### config.mk
export PLATFORM = sky130hd
export DESIGN_NAME = bw_unit
export DESIGN_NICKNAME = d
export VERILOG_FILES = /design/src/rtl/bw_pkg.sv /design/src/rtl/bw_classify.sv /design/src/rtl/bw_slot_chain.sv /design/src/rtl/bw_slot_match.sv /design/src/rtl/bw_event.sv /design/src/rtl/bw_unit.sv
export SDC_FILE = /design/constraint.sdc
export NUM_CORES = 1
export LEC_CHECK = 0
export BUFFER_PORTS_ARGS = -buffer_cell sky130_fd_sc_hd__buf_2
export CORE_UTILIZATION = 55
export DETAILED_ROUTE_END_ITERATION = 10
export MAX_ROUTING_LAYER = met4
export PLACE_DENSITY = 0.81
export SLEW_MARGIN = 20
export SYNTH_ARGS = -nofsm -noshare
export SYNTH_HDL_FRONTEND = slang
export SYNTH_SLANG_ARGS = --single-unit
### constraint.sdc
create_clock -name clk_i -period 4.2 [get_ports clk_i]
set_clock_uncertainty 0.05 [all_clocks]
set_input_delay 0.42 -clock clk_i [delete_from_list [all_inputs] [get_ports clk_i]]
set_output_delay 0.42 -clock clk_i [all_outputs]
set_load 0.1 [all_outputs]
### src/rtl/bw_pkg.sv
package bw_pkg;
  localparam int MODE_W = 6;
  localparam int TRIG_W = 4;
  // mode bit positions; lower three are break, upper three watch
  localparam int M_BRK_EXEC = 0;
  localparam int M_WAT_EXEC = 3;
  // one-hot access type: [0] fetch, [1] read, [2] write
  typedef logic [2:0] acc_t;
endpackage

### src/rtl/bw_classify.sv
module bw_classify
  import bw_pkg::*;
(
  input  logic valid_i,
  input  logic fetch_i,
  input  logic rd_i,
  input  logic wr_i,
  output acc_t acc_o
);
  always_comb begin
    acc_o = '0;
    if (valid_i) begin
      if (fetch_i)   acc_o[0] = 1'b1;
      else if (wr_i) acc_o[2] = 1'b1;
      else if (rd_i) acc_o[1] = 1'b1;
    end
  end

  always_comb begin
    a_r5_acc_onehot: assert ($onehot0(acc_o));
  end
endmodule

### src/rtl/bw_slot_chain.sv
module bw_slot_chain
  import bw_pkg::*;
#(
  parameter int NUM_SLOTS = 4,
  parameter int ADDR_W    = 16,
  localparam int CFG_W    = 2*ADDR_W + MODE_W,
  localparam int SLOT_W   = CFG_W + TRIG_W,
  localparam int CHAIN_W  = NUM_SLOTS*SLOT_W
) (
  input  logic                       clk_i,
  input  logic                       rst_ni,
  input  logic                       lock_i,
  input  logic                       shift_i,
  input  logic                       bit_i,
  output logic [NUM_SLOTS*CFG_W-1:0] cfg_o
);
  logic [CHAIN_W-1:0] chain_q;

  // new bits enter at the top; first bit loaded ends at bit 0 of slot 0
  always_ff @(posedge clk_i or negedge rst_ni) begin
    if (!rst_ni)                chain_q <= '0;
    else if (shift_i && !lock_i) chain_q <= {bit_i, chain_q[CHAIN_W-1:1]};
  end

  for (genvar s = 0; s < NUM_SLOTS; s++) begin : g_cfg
    assign cfg_o[s*CFG_W +: CFG_W] = chain_q[s*SLOT_W +: CFG_W];
  end

  a_r2_locked_stable: assert property (@(posedge clk_i) disable iff (!rst_ni)
    lock_i |=> $stable(chain_q));
  a_r3_shift_moves: assert property (@(posedge clk_i) disable iff (!rst_ni)
    (shift_i && !lock_i) |=> chain_q[CHAIN_W-1] == $past(bit_i));
endmodule

### src/rtl/bw_slot_match.sv
module bw_slot_match
  import bw_pkg::*;
#(
  parameter int ADDR_W = 16,
  localparam int CFG_W = 2*ADDR_W + MODE_W
) (
  input  logic [CFG_W-1:0]  cfg_i,
  input  logic [ADDR_W-1:0] addr_i,
  input  acc_t              acc_i,
  output logic [2:0]        brk_o,
  output logic [2:0]        wat_o
);
  logic [ADDR_W-1:0] slot_addr, slot_mask;
  logic [MODE_W-1:0] slot_mode;
  logic              addr_hit;

  assign slot_addr = cfg_i[ADDR_W-1:0];
  assign slot_mask = cfg_i[2*ADDR_W-1:ADDR_W];
  assign slot_mode = cfg_i[CFG_W-1:2*ADDR_W];
  assign addr_hit  = (addr_i & slot_mask) == slot_addr;
  assign brk_o = addr_hit ? (slot_mode[M_BRK_EXEC +: 3] & acc_i) : 3'b000;
  assign wat_o = addr_hit ? (slot_mode[M_WAT_EXEC +: 3] & acc_i) : 3'b000;

  always_comb begin
    a_r5_zero_mode_silent: assert (slot_mode != '0 || (brk_o == '0 && wat_o == '0));
  end
endmodule

### src/rtl/bw_event.sv
module bw_event
  import bw_pkg::*;
#(
  parameter int NUM_SLOTS = 4,
  parameter int ADDR_W    = 16,
  parameter int DATA_W    = 8,
  parameter int CNT_W     = 24,
  localparam int IDX_W    = (NUM_SLOTS > 1) ? $clog2(NUM_SLOTS) : 1
) (
  input  logic                      clk_i,
  input  logic                      rst_ni,
  input  logic                      enable_i,
  input  logic                      step_i,
  input  logic [NUM_SLOTS-1:0][2:0] brk_i,
  input  logic [NUM_SLOTS-1:0][2:0] wat_i,
  input  logic [ADDR_W-1:0]         iaddr_i,
  input  logic [ADDR_W-1:0]         baddr_i,
  input  logic [DATA_W-1:0]         data_i,
  input  logic [CNT_W-1:0]          cnt_i,
  output logic                      halt_o,
  output logic                      push_o,
  output logic [ADDR_W-1:0]         push_iaddr_o,
  output logic [ADDR_W-1:0]         push_baddr_o,
  output logic [DATA_W-1:0]         push_data_o,
  output logic [3:0]                push_mode_o,
  output logic [IDX_W-1:0]          push_slot_o,
  output logic [CNT_W-1:0]          push_cnt_o
);
  logic [2:0]       brk_or, wat_or;
  logic [IDX_W-1:0] first_idx;
  logic             any_hit, halt_q;

  always_comb begin
    brk_or    = '0;
    wat_or    = '0;
    first_idx = '0;
    for (int s = NUM_SLOTS-1; s >= 0; s--) begin
      brk_or = brk_or | brk_i[s];
      wat_or = wat_or | wat_i[s];
      if ((brk_i[s] | wat_i[s]) != '0) first_idx = IDX_W'(s);
    end
  end

  assign any_hit = enable_i && ((brk_or | wat_or) != '0);

  always_ff @(posedge clk_i or negedge rst_ni) begin
    if (!rst_ni) begin
      halt_q       <= 1'b0;
      push_o       <= 1'b0;
      push_iaddr_o <= '0;
      push_baddr_o <= '0;
      push_data_o  <= '0;
      push_mode_o  <= '0;
      push_slot_o  <= '0;
      push_cnt_o   <= '0;
    end else begin
      halt_q <= enable_i && ((brk_or != '0) || (halt_q && !step_i));
      push_o <= any_hit;
      if (any_hit) begin
        push_iaddr_o <= iaddr_i;
        push_baddr_o <= baddr_i;
        push_data_o  <= data_i;
        push_mode_o  <= (brk_or != '0) ? {1'b0, brk_or} : {1'b1, wat_or};
        push_slot_o  <= first_idx;
        push_cnt_o   <= cnt_i;
      end
    end
  end

  assign halt_o = halt_q;

  a_r6_disabled_quiet: assert property (@(posedge clk_i) disable iff (!rst_ni)
    !enable_i |=> !push_o && !halt_o);
  a_r7_halt_release: assert property (@(posedge clk_i) disable iff (!rst_ni)
    $fell(halt_o) |-> $past(step_i) || !$past(enable_i));
  a_r7_halt_hold: assert property (@(posedge clk_i) disable iff (!rst_ni)
    (halt_o && !step_i && enable_i) |=> halt_o);
  a_r8_mode_onehot: assert property (@(posedge clk_i) disable iff (!rst_ni)
    push_o |-> $countones(push_mode_o[2:0]) == 1);
  a_r8_break_halts: assert property (@(posedge clk_i) disable iff (!rst_ni)
    (push_o && !push_mode_o[3]) |-> halt_o);
endmodule

### src/rtl/bw_unit.sv
module bw_unit
  import bw_pkg::*;
#(
  parameter int NUM_SLOTS = 4,
  parameter int ADDR_W    = 16,
  parameter int DATA_W    = 8,
  parameter int CNT_W     = 24,
  localparam int CFG_W    = 2*ADDR_W + MODE_W,
  localparam int IDX_W    = (NUM_SLOTS > 1) ? $clog2(NUM_SLOTS) : 1
) (
  input  logic              clk_i,
  input  logic              rst_ni,
  input  logic              enable_i,
  input  logic              shift_i,
  input  logic              shift_bit_i,
  input  logic              step_i,
  input  logic              bus_valid_i,
  input  logic              bus_fetch_i,
  input  logic              bus_rd_i,
  input  logic              bus_wr_i,
  input  logic [ADDR_W-1:0] bus_addr_i,
  input  logic [DATA_W-1:0] bus_data_i,
  input  logic [ADDR_W-1:0] inst_addr_i,
  input  logic [CNT_W-1:0]  cycle_cnt_i,
  output logic              halt_o,
  output logic              push_o,
  output logic [ADDR_W-1:0] push_iaddr_o,
  output logic [ADDR_W-1:0] push_baddr_o,
  output logic [DATA_W-1:0] push_data_o,
  output logic [3:0]        push_mode_o,
  output logic [IDX_W-1:0]  push_slot_o,
  output logic [CNT_W-1:0]  push_cnt_o
);
  logic [NUM_SLOTS*CFG_W-1:0] cfg;
  acc_t                       acc;
  logic [NUM_SLOTS-1:0][2:0]  brk, wat;

  bw_slot_chain #(.NUM_SLOTS(NUM_SLOTS), .ADDR_W(ADDR_W)) u_chain (
    .clk_i, .rst_ni, .lock_i(enable_i), .shift_i, .bit_i(shift_bit_i), .cfg_o(cfg)
  );

  bw_classify u_cls (
    .valid_i(bus_valid_i), .fetch_i(bus_fetch_i), .rd_i(bus_rd_i), .wr_i(bus_wr_i),
    .acc_o(acc)
  );

  for (genvar s = 0; s < NUM_SLOTS; s++) begin : g_slot
    bw_slot_match #(.ADDR_W(ADDR_W)) u_match (
      .cfg_i(cfg[s*CFG_W +: CFG_W]), .addr_i(bus_addr_i), .acc_i(acc),
      .brk_o(brk[s]), .wat_o(wat[s])
    );
  end

  bw_event #(.NUM_SLOTS(NUM_SLOTS), .ADDR_W(ADDR_W), .DATA_W(DATA_W), .CNT_W(CNT_W)) u_evt (
    .clk_i, .rst_ni, .enable_i, .step_i, .brk_i(brk), .wat_i(wat),
    .iaddr_i(inst_addr_i), .baddr_i(bus_addr_i), .data_i(bus_data_i), .cnt_i(cycle_cnt_i),
    .halt_o, .push_o, .push_iaddr_o, .push_baddr_o, .push_data_o,
    .push_mode_o, .push_slot_o, .push_cnt_o
  );

  a_r1_reset_quiet: assert property (@(posedge clk_i) $rose(rst_ni) |-> !halt_o && !push_o);
  a_r10_push_after_valid: assert property (@(posedge clk_i) disable iff (!rst_ni)
    push_o |-> $past(bus_valid_i) && $past(enable_i));
endmodule

# == After elaboration in Yosys (flattened, before gate mapping) ==
# Cells that the tools add are included.
# word_totals
register_bits,240
latchBits,0
ramBits,0
mem_bits_ro,0
input_bits,74
out_inout_bits,72
word_cells,68
mem_count,0
# classes
add_sub_neg,0
n_mul,0
div,0
magnitude_cmp,0
n_eq_ne,4
n_shift,0
n_mux,19
n_bitwise,23
n_reduce_logical,13
# op_table
operator,count
16-bit AND,4
16-bit == test,4
3-bit OR,11
3-bit 2-to-1 mux,9
3-bit AND,8
3-bit nonzero test,6
2-bit 2-to-1 mux,5
1-bit logical AND,4
1-bit 2-to-1 mux,4
4-bit 2-to-1 mux,1
1-bit logical NOT,2
1-bit logical OR,1

# == Logic depth before layout (Yosys ltp) ==
# depth
ltp_word,12
mapped_depth,12
mapped_depth_nobuf,9

# == Hierarchy ==
# Synthesis repeated with hierarchy kept, for this count alone.
# unflattened
cells_unflattened,913
hier_area_um2,12265.5
# by_module_without_submodules
module,instances,cells_per_inst,area_each_um2,seq_area_each_um2
bw_slot_chain,1,508,7815.0,4204.0
bw_event,1,186,2969.1,1801.7
bw_slot_match,4,54,362.8,0.0
bw_classify,1,3,30.0,0.0

# == Worst setup path after synthesis ==
# OpenSTA, ideal clock, no wires.
# synth_timing
path_kind,in2reg
startpoint,input port bus_addr_i[2]
endpoint,register u_evt.push_baddr_o[10]
setup_ns,0.126
arrival_ns,2.754
required_ns,4.024
setup_slack_ns,1.270
path_stages,10
path_buffers,2
cell_sequence,buf_2 > and3_1 > o22a_1 > nand4_2 > nor3_1 > o41ai_1 > nand4_2 > o21ai_4 > buf_4 > mux2_2
# synth_via
elab_chain_len,9
elab_cells_between_ends,25
classes_between,4 x eq/ne; 8 x mux; 11 x bitwise; 2 x reduce/logical
# synth_lines
item,line,rtl
start: declaration,bw_unit.sv:21,"input logic [ADDR_W-1:0] bus_addr_i,"
16-bit AND,bw_slot_match.sv:20,assign addr_hit = (addr_i & slot_mask) == slot_addr;
16-bit == test,bw_slot_match.sv:20,
3-bit 2-to-1 mux (on tied branches),"bw_slot_match.sv:21, bw_slot_match.sv:22",
3-bit OR (on tied branches) (3 in a row),"bw_event.sv:38, bw_event.sv:39",
3-bit OR *,bw_event.sv:44,assign any_hit = enable_i && ((brk_or | wat_or) != '0);
3-bit nonzero test *,bw_event.sv:44,
1-bit logical AND *,bw_event.sv:44,
end signal: assignment,bw_event.sv:61,push_baddr_o <= baddr_i;
end: declaration,bw_event.sv:23,"output logic [ADDR_W-1:0] push_baddr_o,"
# Mark *: on every way between the ends. The rest lies on a longest branch, timed or not.
# A chain may end at the register's enable or synchronous reset.

# == Final worst setup path ==
# layout_timing
startpoint,register u_chain.chain_q[114]
endpoint,register u_evt.push_data_o[2]
# layout_via
elab_chain_len,9
elab_cells_between_ends,13
classes_between,1 x eq/ne; 2 x mux; 8 x bitwise; 2 x reduce/logical
# layout_lines
item,line,rtl
start: declaration,bw_slot_chain.sv:17,logic [CHAIN_W-1:0] chain_q;
start signal: assignment,bw_slot_chain.sv:22,"else if (shift_i && !lock_i) chain_q <= {bit_i, chain_q[CHAIN_W-1:1]};"
16-bit AND *,bw_slot_match.sv:20,
16-bit == test *,bw_slot_match.sv:20,
3-bit 2-to-1 mux (on tied branches),"bw_slot_match.sv:21, bw_slot_match.sv:22",
3-bit OR (on tied branches) (3 in a row),"bw_event.sv:38, bw_event.sv:39",
3-bit OR *,bw_event.sv:44,
3-bit nonzero test *,bw_event.sv:44,
1-bit logical AND *,bw_event.sv:44,
end signal: assignment,bw_event.sv:62,push_data_o <= data_i;
end: declaration,bw_event.sv:24,"output logic [DATA_W-1:0] push_data_o,"
# Marked as above.

==> results.yml <==
floorplanning:
  initial_core_util_pct: 56.5
  die_x_um: 141
  fp-row-count: 50
  io_pins: 146
  fp.dieArea_mm2: 0.0199
  die_height_um: 141
  core_area_mm2: 0.0188
sta:
  finalCritPeriodShare_pct: 80.0
  relSlewSlack_pct: 35.4
  finalHoldViolations: 0
  finalSetupViolations: 0
  fin_tns_setup_ps: 0
  fmax_mhz: 298
  rsz0062_at_grt: "false"
  finalMaxSlewViolations: 0
  worstMarginPinSlew_ps: 967
  fin_crit_ps: 3360
finish:
  fin_cells: 1226
  layout-drive-gt1-share_pct: 43.1
  nets: 1022
  area_growth_pct: 18.1
  antennaDiodeCount: 0
  nFillCells: 1348
  design_area_mm2: 0.0126
  final_util_pct: 66.7
cts:
  postCtsSetupRepairBufs: 0
  cts_tree: "yes"
  htreeDepth: 1
  cts_made_buffers: 25
  cts_resized: 0
  insertion_delay_ps: 510
  clockRootBuffer: "clkbuf_16"
  clk_path_buf_depth: 3
  clk_pin_slew_worst_paths_ps: 60
  cts.sinks: 240
run:
  drv_cap: 0
routing:
  viasPerCell: 5.71
  wirelength_um: 23500
  drtIter0Drc: 437
  routedWlPerCell_um: 19.1
  drc_errors: 0
  vias: 6996
  dr.pass1.iters: 5
  drtAntennaViolNets: 0
logic_synthesis:
  syn-num-nets: 871
  syn-mean-instance-area_um2: 13.3
  netlist_area_mm2: 0.0106
  synth_cells: 797
  yosysSeqAreaShare_pct: 56.5
  ys_warn_count: 0
  synth_cell_types: 38
  synth-seq-cells: 240
pwr:
  power_leakage_nw: 6.17
  finalPower_mw: 10.1
  ir_drop_mv: 0.498
  powerDensity_mw_per_mm2: 808
placement:
  place_area_mm2: 0.0117
  dp.cells: 1180
  hpwl_um: 15900
  port_buffers: 145
  gp_congestion: 0.891
setup_path:
  crit_path_start_kind: "flip-flop"
  critPathRequiredTime_ps: 4540
  crit_fanout: 17
  end_kind: "flip-flop"
  arrival_ps: 3700
  critical_path_class: "flip-flop to flip-flop"
grt:
  grt_antenna_before_repair: 0
  grt_pass1_vias: 6893
  grt_overflow: 0
  track_usage_pct: 24.8
  grt_pass1_wl_um: 37500
  grt_max_degree: 114
min_path:
  hp-class: "input pin to flip-flop"
outcome:
  status: "finished, final reports clean"
==> timing repair <==
action / in CTS / in global routing
endpoints found under the setup margin: 0 / 0
hold endpoints to repair: 109 / 0
hold buffers: 1 / 0
==> power by group <==
part           internal, mW  switching [mW]
registers              2.93           0.461
logic                  1.09            3.35
clock network          1.43           0.885
total                  5.45            4.70
==> worst max-delay path, stage by stage, from the launching register on <==
cell and delay, ps:
dfrtp_1 420, and3b_1 180, or4_1 470, or4_1 580, nor3_1 240, o41ai_1 170, nand4_2 180, o21ai_4 70
inv_4 240, buf_4 290, mux2_4 320
==> stage by stage <==
step                      setup slack (ps)  hold WS [ps]
after CTS                              875          69.6
after detailed placement               675           430
after global routing                   653          71.9
after floorplan                       1270          74.4
final                                  841          84.4
after global placement                 726           418
==> area by class of cell <==
type                            instances  area, um2  area share [%]
Multi-Input combinational cell        498       4370            34.7
Clock inverter                          7        110           0.876
Tap cell                              260        325            2.59
Clock buffer                           38        764            6.08
Inverter                               25       96.3           0.767
Timing Repair Buffer                  158        898            7.15
Sequential cell                       240       6010            47.8
==> cells in the mapped netlist <==
cell type    n  area (um2)
a211oi_1    10        75.1
a21boi_0    20         150
a21o_1      10        75.1
a21oi_1     38         190
a22o_1       1        8.76
a311o_1      2        20.0
a311oi_1     2        17.5
and2_1       1        6.26
and3_1      35         219
and3b_1     21         184
and4bb_2     1        12.5
buf_1        2        7.51
buf_2        7        35.0
buf_4        1        7.51
buf_6        5        56.3
clkbuf_1    19        71.3
dfrtp_1    240        6010
inv_1       24        90.1
inv_4        1        6.26
mux2_2     161        1810
mux2_4      47         706
nand2_1     28         105
nand3_1     12        60.1
nand4_1      3        18.8
nand4_2      5        62.6
nor2b_1      2        12.5
nor3_1      24         120
nor4_1       4        25.0
o211ai_1     1        7.51
o21a_1       1        7.51
o21ai_0     36         180
o21ai_4      1        16.3
o22a_1      17         149
o22ai_1      4        25.0
o2bb2ai_1    2        17.5
o41ai_1      6        52.6
or2_2        1        6.26
or4_1        2        15.0
==> registers in the layout, summed over array words and instances (netlist names) <==
signal / flops
u_evt.halt_o: 1
u_evt.push_data_o: 8
u_evt.push_iaddr_o: 16
u_evt.push_mode_o: 4
u_evt.push_cnt_o: 24
u_evt.push_o: 1
u_chain.chain_q: 168
u_evt.push_baddr_o: 16
u_evt.push_slot_o: 2
==> cells by family after synthesis <==
kind of cell / synth area share [%]
and+or+nand+nor: 7.96
buffers and inverters: 2.58
DFF: 56.5
AOI/OAI and AO/OA: 9.33
muxes: 23.7
==> routing by layer <==
layer / global-route usage, % / share of wire [%] / vias to the layer above
met3: 3.23 / 4.7 / 45
met1: 34.6 / 45 / 3502
met4: 6.12 / 2.5 / 0
li1: - / - / 3244
met5: - / 0 / -
met2: 38.9 / 48 / 205
==> layout by cell type (no fill, tap or decap), types with 2 or more instances in the layout <==
master,Yosys,layout
dfrtp_1,240,240
mux2_2,161,161
buf_2,7,144
mux2_4,47,47
a21oi_1,38,38
o21ai_0,36,36
and3_1,35,35
nand2_1,28,28
clkbuf_16,0,25
inv_1,24,24
nor3_1,24,24
and3b_1,21,21
a21boi_0,20,20
o22a_1,17,17
nand3_1,12,12
a21o_1,10,10
a211oi_1,10,10
clkbuf_8,0,9
buf_4,1,7
o41ai_1,6,6
nand4_2,5,5
buf_12,0,5
nor4_1,4,4
o22ai_1,4,4
clkinv_2,0,4
clkbuf_1,19,4
nand4_1,3,3
bufinv_16,0,3
or4_1,2,2
a311o_1,2,2
a311oi_1,2,2
o2bb2ai_1,2,2
==> path summary, 6_finish.rpt <==
| check | startpoint | to | slack (ps) | cells past startpoint |
|---|---|---|---|---|
| hold / removal | inst_addr_i[15] | u_evt.push_iaddr_o[15]$_DFFE_PN0P_ | 80 | 2 |
| max in group asynchronous | rst_ni | u_chain.chain_q[108]$_DFFE_PN0P_ | 2670 | 3 |
| setup / recovery | u_chain.chain_q[114]$_DFFE_PN0P_ | u_evt.push_data_o[2]$_DFFE_PN0P_ | 840 | 10 |
| setup reg to reg | u_chain.chain_q[114]$_DFFE_PN0P_ | u_evt.push_data_o[2]$_DFFE_PN0P_ | 840 | 10 |
| hold reg to reg | u_chain.chain_q[122]$_DFFE_PN0P_ | u_chain.chain_q[121]$_DFFE_PN0P_ | 440 | 2 |
| min in group asynchronous | rst_ni | u_evt.push_cnt_o[6]$_DFFE_PN0P_ | 500 | 2 |
Note: power is estimated with default switching activity, not from simulation.
